===== config.mk =====
export PLATFORM = sky130hd
export DESIGN_NAME = tone_guard_qual
export DESIGN_NICKNAME = d
export VERILOG_FILES = /design/src/rtl/tone_qual_pkg.sv /design/src/rtl/tone_ms_tick.sv /design/src/rtl/tone_cfg_regs.sv /design/src/rtl/tone_guard_fsm.sv /design/src/rtl/tone_guard_qual.sv
export SDC_FILE = /design/constraint.sdc
export NUM_CORES = 1
export LEC_CHECK = 0
export BUFFER_PORTS_ARGS = -buffer_cell sky130_fd_sc_hd__buf_2
export CAP_MARGIN = 20
export CORE_MARGIN = 5
export CORE_UTILIZATION = 52
export DETAILED_ROUTE_END_ITERATION = 10
export PLACE_DENSITY = 0.72
export SETUP_SLACK_MARGIN = 0.5
export SLEW_MARGIN = 20
export SYNTH_ARGS = -nofsm -noshare
export SYNTH_HDL_FRONTEND = slang
export SYNTH_HIERARCHICAL = 1
export SYNTH_SLANG_ARGS = --single-unit

===== constraint.sdc =====
create_clock -name clk_i -period 2.9 [get_ports clk_i]
set_input_delay 0.435 -clock clk_i [delete_from_list [all_inputs] [get_ports clk_i]]
set_output_delay 0.435 -clock clk_i [all_outputs]
set_load 0.02 [all_outputs]

===== src/rtl/tone_qual_pkg.sv =====
package tone_qual_pkg;
  localparam int unsigned CODE_W   = 4;
  localparam int unsigned MS_W     = 8;
  localparam int unsigned DEF_PRES = 20;
  localparam int unsigned DEF_ABS  = 20;

  typedef enum logic {
    ST_WAIT = 1'b0,
    ST_HOLD = 1'b1
  } qual_state_e;
endpackage


===== src/rtl/tone_ms_tick.sv =====
module tone_ms_tick #(
  parameter int unsigned DIV = 4096
) (
  input  logic clk_i,
  input  logic rst_ni,
  output logic tick_o
);
  localparam int unsigned CW = (DIV > 1) ? $clog2(DIV) : 1;
  localparam logic [CW-1:0] LAST = CW'(DIV - 1);

  logic [CW-1:0] cnt_q;

  assign tick_o = (cnt_q == LAST);

  always_ff @(posedge clk_i or negedge rst_ni) begin
    if (!rst_ni)      cnt_q <= '0;
    else if (tick_o)  cnt_q <= '0;
    else              cnt_q <= cnt_q + CW'(1);
  end
endmodule


===== src/rtl/tone_cfg_regs.sv =====
module tone_cfg_regs
  import tone_qual_pkg::*;
(
  input  logic            clk_i,
  input  logic            rst_ni,
  input  logic            we_i,
  input  logic [MS_W-1:0] pres_i,
  input  logic [MS_W-1:0] abs_i,
  output logic [MS_W-1:0] pres_o,
  output logic [MS_W-1:0] abs_o
);
  always_ff @(posedge clk_i or negedge rst_ni) begin
    if (!rst_ni) begin
      pres_o <= MS_W'(DEF_PRES);
      abs_o  <= MS_W'(DEF_ABS);
    end else if (we_i) begin
      pres_o <= pres_i;
      abs_o  <= abs_i;
    end
  end
endmodule


===== src/rtl/tone_guard_fsm.sv =====
module tone_guard_fsm
  import tone_qual_pkg::*;
(
  input  logic              clk_i,
  input  logic              rst_ni,
  input  logic              tick_i,
  input  logic              tone_i,
  input  logic [CODE_W-1:0] code_i,
  input  logic [MS_W-1:0]   pres_i,
  input  logic [MS_W-1:0]   abs_i,
  output logic              valid_o,
  output logic [CODE_W-1:0] code_o
);
  qual_state_e       state_q;
  logic [MS_W-1:0]   cnt_q;
  logic [MS_W:0]     cnt_nx;
  logic [CODE_W-1:0] prev_q;
  logic              code_chg;

  assign cnt_nx   = {1'b0, cnt_q} + {{MS_W{1'b0}}, 1'b1};
  assign code_chg = (code_i != prev_q);
  assign valid_o  = (state_q == ST_HOLD);

  always_ff @(posedge clk_i or negedge rst_ni) begin
    if (!rst_ni) begin
      state_q <= ST_WAIT;
      cnt_q   <= '0;
      prev_q  <= '0;
      code_o  <= '0;
    end else begin
      prev_q <= code_i;
      unique case (state_q)
        ST_WAIT: begin
          if (!tone_i || code_chg) begin
            cnt_q <= '0;
          end else if (tick_i) begin
            if (cnt_nx >= {1'b0, pres_i}) begin
              state_q <= ST_HOLD;
              cnt_q   <= '0;
              code_o  <= code_i;
            end else begin
              cnt_q <= cnt_nx[MS_W-1:0];
            end
          end
        end
        ST_HOLD: begin
          if (tone_i) begin
            cnt_q <= '0;
          end else if (tick_i) begin
            if (cnt_nx >= {1'b0, abs_i}) begin
              state_q <= ST_WAIT;
              cnt_q   <= '0;
            end else begin
              cnt_q <= cnt_nx[MS_W-1:0];
            end
          end
        end
        default: state_q <= ST_WAIT;
      endcase
    end
  end
endmodule


===== src/rtl/tone_guard_qual.sv =====
module tone_guard_qual
  import tone_qual_pkg::*;
#(
  parameter int unsigned DIV = 4096
) (
  input  logic              clk_i,
  input  logic              rst_ni,
  input  logic              tone_det_i,
  input  logic [CODE_W-1:0] code_i,
  input  logic              cfg_we_i,
  input  logic [MS_W-1:0]   cfg_pres_i,
  input  logic [MS_W-1:0]   cfg_abs_i,
  output logic              early_o,
  output logic              valid_o,
  output logic [CODE_W-1:0] code_o
);
  logic            tick;
  logic [MS_W-1:0] pres_ms;
  logic [MS_W-1:0] abs_ms;

  always_ff @(posedge clk_i or negedge rst_ni) begin
    if (!rst_ni) early_o <= 1'b0;
    else         early_o <= tone_det_i;
  end

  tone_ms_tick #(.DIV(DIV)) u_tick (
    .clk_i  (clk_i),
    .rst_ni (rst_ni),
    .tick_o (tick)
  );

  tone_cfg_regs u_cfg (
    .clk_i  (clk_i),
    .rst_ni (rst_ni),
    .we_i   (cfg_we_i),
    .pres_i (cfg_pres_i),
    .abs_i  (cfg_abs_i),
    .pres_o (pres_ms),
    .abs_o  (abs_ms)
  );

  tone_guard_fsm u_fsm (
    .clk_i   (clk_i),
    .rst_ni  (rst_ni),
    .tick_i  (tick),
    .tone_i  (tone_det_i),
    .code_i  (code_i),
    .pres_i  (pres_ms),
    .abs_i   (abs_ms),
    .valid_o (valid_o),
    .code_o  (code_o)
  );
endmodule


## Word level (Yosys, flattened, before mapping)

Index checks and enable logic that the tools add are counted.

- Add/subtract/negate cells: 2
- Order comparisons: 2
- Eq/ne operators: 4
- Mux-type cells: 15
- Bitwise gates (word level): 2
- Reduce and logical (&&, ||, !) cells: 4

Operators with widths:

| cell | count |
|---|---|
| $mux W8 | 6 |
| $ge A9 B8 Y1 | 2 |
| $pmux W8 S2 | 1 |
| $add A12 B1 Y12 const B | 1 |
| $eq A12 B12 Y1 const B | 1 |
| $mux W12 | 1 |
| $add A8 B1 Y9 const B | 1 |
| $mux W1 | 6 |
| $ne A4 B4 Y1 | 1 |
| $reduce_and A4 Y1 | 1 |
| $ne A3 B2 Y1 const B | 1 |
| $ne A3 B3 Y1 const B | 1 |
| $not A1 Y1 | 2 |
| $pmux W1 S2 | 1 |
| $reduce_and A2 Y1 | 1 |
| $logic_not A1 Y1 | 1 |
| $logic_or A1 B1 Y1 | 1 |

- Register bits: 46
- Output and inout port bits: 6
- Word-level logic and storage cells: 37

## Depth between registers and ports, before layout

Gate-level depths: netlist of the first run.

- Depth in word-level cells: 6
- Gate-level depth with buffers: 11
- Gate-level depth less buffers: 11

## Cells and area by module

Netlist of the first run, hierarchy kept.

Modules (own cells, without submodules):

| module | instances | cells each | area each (um2) | seq. area each (um2) |
|---|---|---|---|---|
| tone_guard_fsm | 1 | 141 | 1307.5 | 425.4 |
| tone_cfg_regs | 1 | 34 | 654.4 | 405.4 |
| tone_ms_tick | 1 | 51 | 584.3 | 300.3 |
| tone_guard_qual | 1 | 1 | 25.0 | 25.0 |

## Worst setup path after synthesis of the first run

No wires, ideal clock.

- Path kind: flip-flop to flip-flop
- Start: reg u_fsm.cnt_q[2]
- End: reg u_fsm.code_o[0]
- Arrival: 2757 ps
- Data required time: 2775 ps
- Setup slack: 18 ps
- Stages on the path, launching flop included: 11
- Buffers on the path: 0
- Period minus slack after synthesis: 2882 ps
- Cell sequence: dfrtp_1 > and2_1 > nand4_1 > nor2_1 > xor2_1 > ha_1 > and3_1 > a21oi_1 > o21ai_0 > o311ai_1 > mux2_2

- Word-level cells in the longest chain between the ends: 3

RTL lines:

| item | RTL line | RTL |
|---|---|---|
| start, declared | tone_guard_fsm.sv:15 | `logic [MS_W-1:0] cnt_q;` |
| start signal, assigned | tone_guard_fsm.sv:42 | `cnt_q <= cnt_nx[MS_W-1:0];` |
| start signal, assigned | tone_guard_fsm.sv:54 | `cnt_q <= cnt_nx[MS_W-1:0];` |
| $add A8 B1 Y9 | tone_guard_fsm.sv:20 | `assign cnt_nx = {1'b0, cnt_q} + {{MS_W{1'b0}}, 1'b1};` |
| $ge A9 B8 Y1 | tone_guard_fsm.sv:37 | `if (cnt_nx >= {1'b0, pres_i}) begin` |
| $reduce_and A4 Y1 (no line) | -- |  |
| end signal, assigned | tone_guard_fsm.sv:40 | `code_o <= code_i;` |
| end, declared | tone_guard_fsm.sv:12 | `output logic [CODE_W-1:0] code_o` |

No other way between the ends.
A chain may end at the register's enable or synchronous reset.

## Worst setup path after layout of the first run

- Start: reg u_fsm.cnt_q[0]
- End: reg u_fsm.cnt_q[6]

- Word-level cells in the longest chain between the ends: 6
- Elaborated cells between the ends (all ways): 10

RTL lines:

| item | RTL line | RTL |
|---|---|---|
| $add A8 B1 Y9 (*) | tone_guard_fsm.sv:20 |  |
| $ge A9 B8 Y1, on equally long branches | tone_guard_fsm.sv:50, tone_guard_fsm.sv:37 |  |
| $mux W8, on equally long branches | tone_guard_fsm.sv:50, tone_guard_fsm.sv:37 |  |
| $mux W8, on equally long branches | tone_guard_fsm.sv:49, tone_guard_fsm.sv:36 |  |
| $mux W8, on equally long branches | tone_guard_fsm.sv:47, tone_guard_fsm.sv:34 |  |
| $pmux W8 S2 (*) | tone_guard_fsm.sv:32 | `unique case (state_q)` |

Every way passes the cells marked *; elsewhere a longest branch is shown, timed or not. The select of a mux whose other input is x is not followed.

==> results.sh, run 1 <==
export IMPL_gp_congestion=0.800
export IMPL_critPathLaunch="u_fsm/cnt_q[0]"
export IMPL_fin_crit_sh=0.922
export IMPL_first_global_vias=2093
export IMPL_path_cells="ha_4 -> nand4_1 -> buf_4 -> buf_4 -> buf_4 -> buf_4 -> buf_4 -> buf_4 -> buf_4 -> buf_4 -> buf_4 -> buf_4 -> buf_4 -> buf_4 -> nor2_1 -> o211ai_1 -> nand3_1"
export IMPL_cts_clk_slew_worst_paths_ns=0.09
export IMPL_slew_headroom=0.591
export IMPL_worst_setup_path_end_kind="flop"
export IMPL_rsz0062_at_grt="yes"
export IMPL_final_cell_mix="dfrtp_1 (40), buf_4 (30), buf_2 (28)"
export IMPL_r2r_end="u_fsm/cnt_q[6]"
export IMPL_status="completed"
export IMPL_powerDensity_nw_per_um2=398
export IMPL_drv_slew=0
export IMPL_ys_warn_count=6
export IMPL_initialDrtViolationCount=110
export IMPL_die_area_sq_um=6450
export IMPL_cpPeakStageDelay_ns=0.42
export IMPL_num_rows=25
export IMPL_port_buffers=29
export IMPL_ctsLongestPathBuffers=2
export IMPL_internal_power_mw=1.01
export IMPL_hold_ws_ns=0.122
export IMPL_ios=30
export IMPL_hold_path_class="input port to async pin"
export IMPL_area_delta_synth_final_pct=27.9
export IMPL_ir_drop_v=0.000244
export IMPL_p_seq_frac=0.523
export IMPL_setup_viol=0
export IMPL_async_reset_ff_frac=1.00
export IMPL_antenna_left=0
export IMPL_leakagePower_nw=1.62
export IMPL_drv_cap=0
export IMPL_fillers=338
export IMPL_synth_cell_area_sq_um=2570
export IMPL_clock_fmax_ghz=0.374
export IMPL_htreeDepth=2
export IMPL_grt_max_degree=47
export IMPL_antenna_found_initial=0
export IMPL_cts_root_buf="clkbuf_8"
export IMPL_diodes=0
export IMPL_grt_pass1_wl_um=9960
export IMPL_fin_skew_ns=0.00752
export IMPL_startpoint_type="flop"
export IMPL_r2r_start="u_fsm/cnt_q[0]"
export IMPL_r2r_setup_slack_ns=0.23
export IMPL_syn_area_per_cell_sq_um=11.3
export IMPL_crit_family="buffers and inverters"
export IMPL_grt_ovfl_total=0
export IMPL_clock_sinks=46
export IMPL_grt_total_usage=0.198
export IMPL_yosys_most_used_dff="dfrtp_1"
export IMPL_crit_path_max_fanout=3
export IMPL_die_w_um=80.3
export IMPL_cp_slowest_cell="dfrtp_2"
export IMPL_final_util=0.692
export IMPL_firstDrtPassIters=4
export IMPL_drcViolationCount=0
export IMPL_syn_nets=269
export IMPL_synth_seq_cells=46
export IMPL_finalHoldViolations=0
export IMPL_regArea_sq_um=1160
export IMPL_path_class="flop to flop"
export IMPL_coreArea_sq_um=4750
export IMPL_p_comb_frac=0.102
export IMPL_cts_tree="yes"
export IMPL_cp_num_buf_inv=12
export IMPL_p_sw_frac=0.227
export IMPL_vias=1964
export IMPL_multiInputGateArea_sq_um=1450
export IMPL_fin_setup_tns_ns=0
export IMPL_wl_per_cell_um=16.1
export IMPL_crit_required_ns=3.13
export IMPL_timing_final_crit_period_ns=2.67
export IMPL_yosysSeqAreaShare=0.450
export IMPL_endpoint="u_fsm/cnt_q[6]"
export IMPL_worst_slew_pin_slew_ns=0.611
export IMPL_cts_buffers=5
export IMPL_clkLatencyLatePin_ns=0.30
export IMPL_worst_r2r_path_depth=17
export IMPL_vias_per_cell=5.47
export IMPL_power_frac_clock=0.375
export IMPL_syn_inst=227
export IMPL_critPathMostFrequentCell="buf_4"
export IMPL_synth_edf_count=0
export IMPL_drt_wl_total_um=5780
export IMPL_p_sw_mw=0.298
export IMPL_critical_path_depth=17
export IMPL_die_height_um=80.3
export IMPL_layout_nets=334
export IMPL_yosysUniqueCellTypes=48
export IMPL_dp_hpwl_um=3560
export IMPL_start_util=0.541
export IMPL_drive_above_1_share=0.428
export IMPL_final_common_cell="dfrtp_1"
export IMPL_cp_data_arrival_time_ns=2.91
[logic make-up (layout without fill, tap and decap cells)]
family / Yosys count / count (layout) / synth area share
adders and majority gates: 18 / 18 / 0.0876
and+or+nand+nor: 68 / 68 / 0.168
xor gates and xnor gates: 13 / 13 / 0.0443
DFF: 46 / 46 / 0.450
buffers and inverters: 25 / 90 / 0.0482
muxes: 19 / 19 / 0.0978
AOI/OAI and AO/OA: 38 / 38 / 0.105
[power groups by stage]
stage	Clock, mW	Combinational (mW)	Sequential [mW]
global placement	0	0.117	0.697
finish	0.491	0.134	0.685
global route	0.526	0.151	0.688
CTS	0.498	0.129	0.685
floorplan	0	0.0799	0.694
detailed placement	0	0.121	0.697
[worst register-to-register path, stage by stage, from the launching register on]
cell	delay, ns
dfrtp_2	0.42
ha_4	0.15
nand4_1	0.19
buf_4	0.20
buf_4	0.12
buf_4	0.12
buf_4	0.12
buf_4	0.12
buf_4	0.12
buf_4	0.12
buf_4	0.12
buf_4	0.12
buf_4	0.12
buf_4	0.12
buf_4	0.13
nor2_1	0.09
o211ai_1	0.10
nand3_1	0.14
[how the worst min path moves through the flow]
stage	start	to	slack, ns	cells past startpoint
5_1_grt	rst_ni	u_cfg/abs_o[1]	0.17	1
4_1_cts	code_i[3]	u_fsm/prev_q[3]	0.26	1
6_report	rst_ni	u_cfg/pres_o[0]	0.12	1
3_5_place_dp	u_fsm/code_o[3]	u_fsm/code_o[3]	0.49	2
3_3_place_gp	u_fsm/code_o[3]	u_fsm/code_o[3]	0.46	2
2_1_floorplan	rst_ni	early_o	0.14	0
[layout make-up]
cell class,count,area share
Multi-Input combinational cell,156,0.439
Sequential cell,46,0.352
Timing Repair Buffer,62,0.125
Tap cell,67,0.0255
Clock buffer,6,0.0251
Inverter,21,0.0240
Clock inverter,1,0.00913
[registers in the layout, summed over array words and instances (netlist names)]
name	cells
u_fsm/code_o	4
u_cfg/abs_o	8
early_o	1
u_tick/cnt_q	12
u_cfg/pres_o	8
u_fsm/valid_o	1
u_fsm/cnt_q	8
u_fsm/prev_q	4
[metrics by stage]
step / power, mW / cells / cell area (sq um) / setup WS [ns]
floorplan: 0.774 / 227 / 2610 / 0.317
global placement: 0.814 / 327 / 2860 / 0.150
detailed placement: 0.817 / 327 / 2860 / 0.135
CTS: 1.31 / 356 / 3210 / 0.328
global route: 1.37 / 359 / 3290 / 0.108
finish: 1.31 / 359 / 3290 / 0.226
[synthesized netlist by cell type (2+ instances only)]
library cell  count  share of area
dfstp_2           4          0.041
xnor2_1           5          0.017
mux2_2            9          0.039
o22ai_1           3         0.0073
xor2_1            8          0.027
nand2b_1          4         0.0097
o211ai_1          5          0.015
or3_1             3         0.0073
nor2_1            6         0.0088
mux2_4           10          0.058
o21ai_0           6          0.012
inv_1            21          0.031
nand2_1          19          0.028
o21ai_1           3         0.0058
dfrtp_1          42           0.41
nor4b_4           2          0.018
nor3_1            4         0.0078
ha_1             18          0.088
nand3_1          11          0.021
nor2b_1           5          0.012
nand4_1           4         0.0097
a21oi_1           9          0.018
[routing by layer]
layer | global-route usage | routed length, um
met1 | 0.253 | 2530
met2 | 0.339 | 2950
met3 | 0.0359 | 202
met4 | 0.0642 | 91
met5 | 0 | 0
[what timing repair did]
action,in CTS,in global routing
buffers inserted,21,3
gates resized for setup,13,14
pin swaps,14,9
setup endpoints to repair,13,13
hold buffers,0,0
gates cloned,1,0
No activity file was read; power rests on OpenSTA's default activity.
==> inputs of run 2 (changes only) <==
--- a/config.mk
+++ b/config.mk
@@ -5,12 +5,14 @@
 export SDC_FILE = /design/constraint.sdc
 export NUM_CORES = 1
 export LEC_CHECK = 0
+export ABC_AREA = 1
 export BUFFER_PORTS_ARGS = -buffer_cell sky130_fd_sc_hd__buf_2
 export CAP_MARGIN = 20
 export CORE_MARGIN = 5
-export CORE_UTILIZATION = 52
+export CORE_UTILIZATION = 53
 export DETAILED_ROUTE_END_ITERATION = 10
-export PLACE_DENSITY = 0.72
+export PLACE_DENSITY = 0.73
+export REMOVE_ABC_BUFFERS = 1
 export SETUP_SLACK_MARGIN = 0.5
 export SLEW_MARGIN = 20
 export SYNTH_ARGS = -nofsm -noshare
==> run 2 against run 1 <==
  * Non-clock buffer count is 32 lower
  * Via count is 7.4% higher
  * Sequential share of layout area is 2.5 points higher
  * Critical path depth is 1 lower
  * Register-to-register slack better by 0.43 ns
  * Utilization is 8.2 points lower
  * Cell area is 6.6% lower
  * Cell count is 26% higher
  * Flip-flop and latch count stayed put
  * Total power is 0.36% lower
  * Highest routed layer unchanged
==> results.sh, run 2 <==
export IMPL_first_global_vias=2096
export IMPL_p_comb_frac=0.095
export IMPL_p_sw_frac=0.251
export IMPL_area_delta_synth_final_pct=13.0
export IMPL_vias=2109
export IMPL_drive_above_1_share=0.234
export IMPL_fin_setup_tns_ns=0
export IMPL_power_frac_clock=0.382
export IMPL_coreArea_sq_um=5040
export IMPL_crit_path_max_fanout=6
export IMPL_synth_seq_cells=46
export IMPL_ctsLongestPathBuffers=2
export IMPL_htreeDepth=2
export IMPL_drcViolationCount=0
export IMPL_hold_buffers=0
export IMPL_fin_skew_ns=0.00700
export IMPL_path_class="flop to flop"
export IMPL_leakagePower_nw=1.73
export IMPL_die_height_um=81.6
export IMPL_wl_per_cell_um=11.4
export IMPL_setup_slack_ns=0.654
export IMPL_drv_cap=0
export IMPL_powerDensity_nw_per_um2=425
export IMPL_power_mw=1.31
export IMPL_ir_drop_v=0.000228
export IMPL_synth_area_leaders="dfrtp_1 (39%), nand2_1 (17%), ha_1 (8.3%), inv_1 (6.8%), dfstp_2 (3.9%)"
export IMPL_hold_path_class="input port to async pin"
export IMPL_clkLatencyLatePin_ns=0.30
export IMPL_ios=30
export IMPL_fillers=474
export IMPL_status="completed"
export IMPL_fin_crit_sh=0.774
export IMPL_drt_wl_total_um=5140
export IMPL_initialDrtViolationCount=120
export IMPL_antenna_found_initial=0
export IMPL_synth_edf_count=0
export IMPL_pre_cts_slack_ns=0.534
export IMPL_r2r_setup_slack_ns=0.65
export IMPL_drv_slew=0
export IMPL_finalHoldViolations=0
export IMPL_dp_hpwl_um=3730
export IMPL_cts_clk_slew_worst_paths_ns=0.09
export IMPL_slew_headroom=0.604
export IMPL_grt_max_degree=47
export IMPL_yosysSeqAreaShare=0.425
export IMPL_synth_most_common_cell="nand2_1"
export IMPL_worst_slew_pin_slew_ns=0.594
export IMPL_largest_reg_flops=12
export IMPL_grt_ovfl_total=0
export IMPL_cp_data_arrival_time_ns=2.44
export IMPL_design_area_sq_um=3070
export IMPL_cts_root_buf="clkbuf_8"
export IMPL_clock_fmax_ghz=0.445
export IMPL_multiInputGateArea_sq_um=1340
export IMPL_hold_ws_ns=0.129
export IMPL_p_sw_mw=0.328
export IMPL_syn_inst=347
export IMPL_yosys_most_used_dff="dfrtp_1"
export IMPL_placed_area_sq_um=2900
export IMPL_yosysTopAreaCell="dfrtp_1"
export IMPL_p_seq_frac=0.523
export IMPL_port_buffers=29
export IMPL_synthTopCellsByCount="nand2_1 (126), inv_1 (49), dfrtp_1 (42)"
export IMPL_die_area_sq_um=6660
export IMPL_regArea_sq_um=1160
export IMPL_synth_top_area_frac=0.387
export IMPL_grt_pass1_wl_um=9010
export IMPL_final_cell_mix="nand2_1 (124), inv_1 (49), dfrtp_1 (40)"
export IMPL_final_common_cell="nand2_1"
export IMPL_internal_power_mw=0.978
export IMPL_yosysUniqueCellTypes=28
export IMPL_timing_final_crit_period_ns=2.25
export IMPL_rsz0062_at_grt="no"
export IMPL_syn_area_per_cell_sq_um=7.84
export IMPL_worst_setup_path_end_kind="flop"
export IMPL_num_rows=26
export IMPL_setup_viol=0
export IMPL_synth_cell_area_sq_um=2720
export IMPL_grt_total_usage=0.173
export IMPL_clock_sinks=46
export IMPL_antenna_left=0
export IMPL_die_w_um=81.6
export IMPL_layout_nets=422
export IMPL_regMostFlops="u_tick/cnt_q"
export IMPL_crit_required_ns=3.09
export IMPL_ys_warn_count=6
export IMPL_start_util=0.539
export IMPL_vias_per_cell=4.68
export IMPL_startpoint_type="flop"
export IMPL_cts_tree="yes"
export IMPL_gp_congestion=0.822
export IMPL_firstDrtPassIters=4
export IMPL_async_reset_ff_frac=1.00
export IMPL_cts_buffers=5
export IMPL_diodes=0
run 2: cell count changes in the layout (fill, tap and decap cells not counted), sizes merged, moves of 6 or more:
| cell | change |
|---|---|
| buf | -32 |
| mux2 | -19 |
| nand3 | +6 |
| inv | +37 |
| nor2 | +31 |
| nand2 | +118 |
run 2: final cells by class:
class                           instances  area share
Inverter                               57      0.0713
Tap cell                               70      0.0285
Sequential cell                        46       0.377
Multi-Input combinational cell        240       0.434
Clock inverter                          3      0.0159
Clock buffer                            5      0.0224
Timing Repair Buffer                   30      0.0505
run 2: per-layer routing:
metal | vias to the layer above | global-route usage | wire length, um
met1 | 956 | 0.231 | 2480
li1 | 1115 | - | -
met3 | 4 | 0.0307 | 196
met2 | 34 | 0.289 | 2430
met5 | - | 0 | 0
met4 | 0 | 0.0498 | 32
run 2: kinds of logic after synthesis:
| group | Yosys count | share of synthesized area |
|---|---|---|
| flip-flops | 46 | 0.425 |
| AND/OR/NAND/NOR | 198 | 0.325 |
| adder cells (fa/ha/maj) | 18 | 0.0828 |
| XOR/XNOR | 8 | 0.0285 |
| buffers and inverters | 61 | 0.100 |
| AO/OA/AOI/OAI | 16 | 0.0382 |
run 2: critical path, cell delays in order, from the launching register on:
cell	delay, ns
dfrtp_2	0.47
ha_4	0.19
nand3_4	0.08
xor2_2	0.16
inv_1	0.10
ha_4	0.27
nand2_1	0.06
nor2_1	0.09
nand2_1	0.05
nand3_1	0.10
nand2_1	0.07
nand2_1	0.09
nand2_2	0.08
nand3_1	0.09
nand2_2	0.10
nand2_1	0.08
nand2_1	0.05
run 2: what timing repair did:
item                                    4_1_cts  5_1_grt
endpoints found under the setup margin        1       13
gates resized for setup                       1        8
pin swaps                                     0        1
setup buffers                                 0        1
cloned                                        0        0
run 2: path summary, 6_finish.rpt:
kind / startpoint / end / cells past startpoint
max: u_fsm/cnt_q[0] / u_fsm/cnt_q[3] / 16
min: rst_ni / u_cfg/abs_o[1] / 1
max reg2reg: u_fsm/cnt_q[0] / u_fsm/cnt_q[3] / 16
min reg2reg: u_cfg/pres_o[4] / u_cfg/pres_o[4] / 2
max in group asynchronous: rst_ni / u_fsm/cnt_q[1] / 1
min in group clk_i: code_i[0] / u_fsm/prev_q[0] / 1
run 2: through the flow:
stage / util / cells
finish: 0.609 / 451
global route: 0.609 / 451
CTS: 0.598 / 450
detailed placement: 0.575 / 442
global placement: 0.575 / 442
floorplan: - / 343
run 2: power by group through the flow:
stage / clock network (mW) / registers, mW / logic, mW
finish: 0.499 / 0.683 / 0.124
global route: 0.542 / 0.687 / 0.146
CTS: 0.517 / 0.683 / 0.121
detailed placement: 0 / 0.695 / 0.119
global placement: 0 / 0.694 / 0.117
floorplan: 0 / 0.693 / 0.0697
==> inputs of run 3 (changes only) <==
==> constraint.sdc (replaced) <==
create_clock -name clk_i -period 2 [get_ports clk_i]
set_input_delay 0.3 -clock clk_i [delete_from_list [all_inputs] [get_ports clk_i]]
set_output_delay 0.3 -clock clk_i [all_outputs]
set_load 0.02 [all_outputs]
==> run 3 against run 2 <==
  * The flow now finishes with violations (negative setup slack)
  * Setup slack worse by 0.84 ns
  * Utilization rose by 6.7 points
  * Die area stayed put
==> results.sh, run 3 (synthesis results as in run 2) <==
export IMPL_worst_r2r_path_depth=14
export IMPL_startpoint_type="flop"
export IMPL_leakagePower_nw=1.82
export IMPL_drv_cap=0
export IMPL_coreArea_sq_um=5040
export IMPL_largest_reg_flops=12
export IMPL_cts_buffers=5
export IMPL_timing_final_crit_period_ns=2.18
export IMPL_crit_required_ns=2.26
export IMPL_final_cell_mix="nand2_1 (114), inv_1 (44), dfrtp_1 (40)"
export IMPL_drt_wl_total_um=6070
export IMPL_worst_slew_pin_slew_ns=0.569
export IMPL_hold_path_class="input port to async pin"
export IMPL_fin_crit_sh=1.09
export IMPL_layout_nets=437
export IMPL_area_delta_synth_final_pct=25.5
export IMPL_r2r_setup_slack_ns=-0.18
export IMPL_gp_congestion=0.812
export IMPL_clock_sinks=46
export IMPL_p_seq_frac=0.537
export IMPL_fin_skew_ns=0.0131
export IMPL_placed_area_sq_um=2970
export IMPL_r2r_end="u_fsm/cnt_q[3]"
export IMPL_finalHoldViolations=0
export IMPL_critPathLaunch="u_fsm/cnt_q[0]"
export IMPL_internal_power_mw=1.31
export IMPL_power_frac_clock=0.344
export IMPL_powerDensity_nw_per_um2=540
export IMPL_firstDrtPassIters=5
export IMPL_ir_drop_v=0.000326
export IMPL_p_sw_frac=0.288
export IMPL_hold_buffers=0
export IMPL_drv_slew=0
export IMPL_worst_setup_path_end_kind="flop"
export IMPL_cts_clk_slew_worst_paths_ns=0.10
export IMPL_vias=2274
export IMPL_port_buffers=29
export IMPL_grt_ovfl_total=0
export IMPL_drive_above_1_share=0.346
export IMPL_antenna_found_initial=0
export IMPL_fin_setup_tns_ns=-1.89
export IMPL_dp_hpwl_um=3720
export IMPL_cts_tree="yes"
export IMPL_regMostFlops="u_tick/cnt_q"
export IMPL_antenna_left=0
export IMPL_die_height_um=81.6
export IMPL_violations="negative setup slack"
export IMPL_clkLatencyLatePin_ns=0.32
export IMPL_rsz0062_at_grt="yes"
export IMPL_dp_cells=452
export IMPL_start_util=0.539
export IMPL_clock_fmax_ghz=0.459
export IMPL_p_sw_mw=0.530
export IMPL_die_w_um=81.6
export IMPL_initialDrtViolationCount=151
export IMPL_cp_data_arrival_time_ns=2.44
export IMPL_final_common_cell="nand2_1"
export IMPL_grt_max_degree=47
export IMPL_vias_per_cell=4.88
export IMPL_layout_cells_non_filler=466
export IMPL_crit_path_max_fanout=6
export IMPL_diodes=0
export IMPL_path_class="flop to flop"
export IMPL_num_rows=26
export IMPL_setup_viol=13
export IMPL_first_global_vias=2322
export IMPL_status="finished with violations"
export IMPL_htreeDepth=2
export IMPL_wl_per_cell_um=13.0
export IMPL_setup_slack_ns=-0.181
export IMPL_ios=30
export IMPL_p_comb_frac=0.119
export IMPL_slew_headroom=0.621
export IMPL_grt_pass1_wl_um=10100
export IMPL_grt_total_usage=0.196
export IMPL_pre_cts_slack_ns=-0.228
export IMPL_r2r_start="u_fsm/cnt_q[0]"
export IMPL_die_area_sq_um=6660
export IMPL_cts_root_buf="clkbuf_8"
export IMPL_design_area_sq_um=3410
export IMPL_ctsLongestPathBuffers=2
export IMPL_power_mw=1.84
export IMPL_drcViolationCount=0
-- run 3: cell count changes in the layout (fill, tap and decap cells not counted), sizes merged --
cell    previous run  this run
inv               58        59
buf               30        44
nand2            137       138
bufinv             1         0
-- run 3: power by group through the flow --
stage | clock network, mW | logic, mW | registers [mW]
floorplan | 0 | 0.101 | 1.00
global placement | 0 | 0.173 | 1.01
detailed placement | 0 | 0.177 | 1.01
CTS | 0.652 | 0.185 | 0.990
global route | 0.693 | 0.249 | 0.996
finish | 0.634 | 0.219 | 0.990
-- run 3: cell type report --
type	count	area [sq um]
multi-input cells	241	1580
clock buffers	5	68.8
inverters	57	219
fillers	396	1630
repair buffers	44	269
flip-flops and latches	46	1160
clock inverters	3	27.5
well taps	70	87.6
-- run 3: worst max path at each step --
stage                      to  slack (ns)
6_report       u_fsm/cnt_q[3]       -0.18
5_1_grt        u_fsm/cnt_q[3]       -0.29
4_1_cts        u_fsm/cnt_q[7]       -0.13
3_5_place_dp   u_fsm/cnt_q[4]       -0.23
3_3_place_gp   u_fsm/cnt_q[3]       -0.17
2_1_floorplan  u_fsm/cnt_q[7]        -0.1
-- run 3: layer usage --
metal,GRT usage,wire length (um),vias up,part of all wire
li1,-,-,1151,-
met2,0.351,3070,50,0.51
met4,0.0731,159,0,0.026
met3,0.0406,240,17,0.040
met5,0,0,-,0
met1,0.231,2600,1056,0.43
-- run 3: what timing repair did --
action | in CTS | in global routing
setup endpoints to repair | 13 | 13
resized for setup | 20 | 40
setup buffers | 3 | 2
cloned | 1 | 0
pin swaps | 9 | 16
-- run 3: critical path, cell delays in order, from the launching register on --
cell and delay, ns:
dfrtp_2 0.45, ha_4 0.19, nand3_4 0.08, xor2_2 0.18
inv_2 0.09, ha_4 0.25, a21oi_1 0.17, nand3_2 0.11
nand2_1 0.10, nand2_2 0.06, nand2_4 0.09, nand3_2 0.09
nand2_4 0.12, nand2_1 0.07, nand2_1 0.06
-- run 3: per-stage QoR --
stage / hold WS (ns) / utilization
CTS: 0.0729 / 0.636
global placement: 0.424 / 0.590
detailed placement: 0.423 / 0.590
global route: 0.0917 / 0.677
finish: 0.0504 / 0.677
floorplan: 0.00441 / -
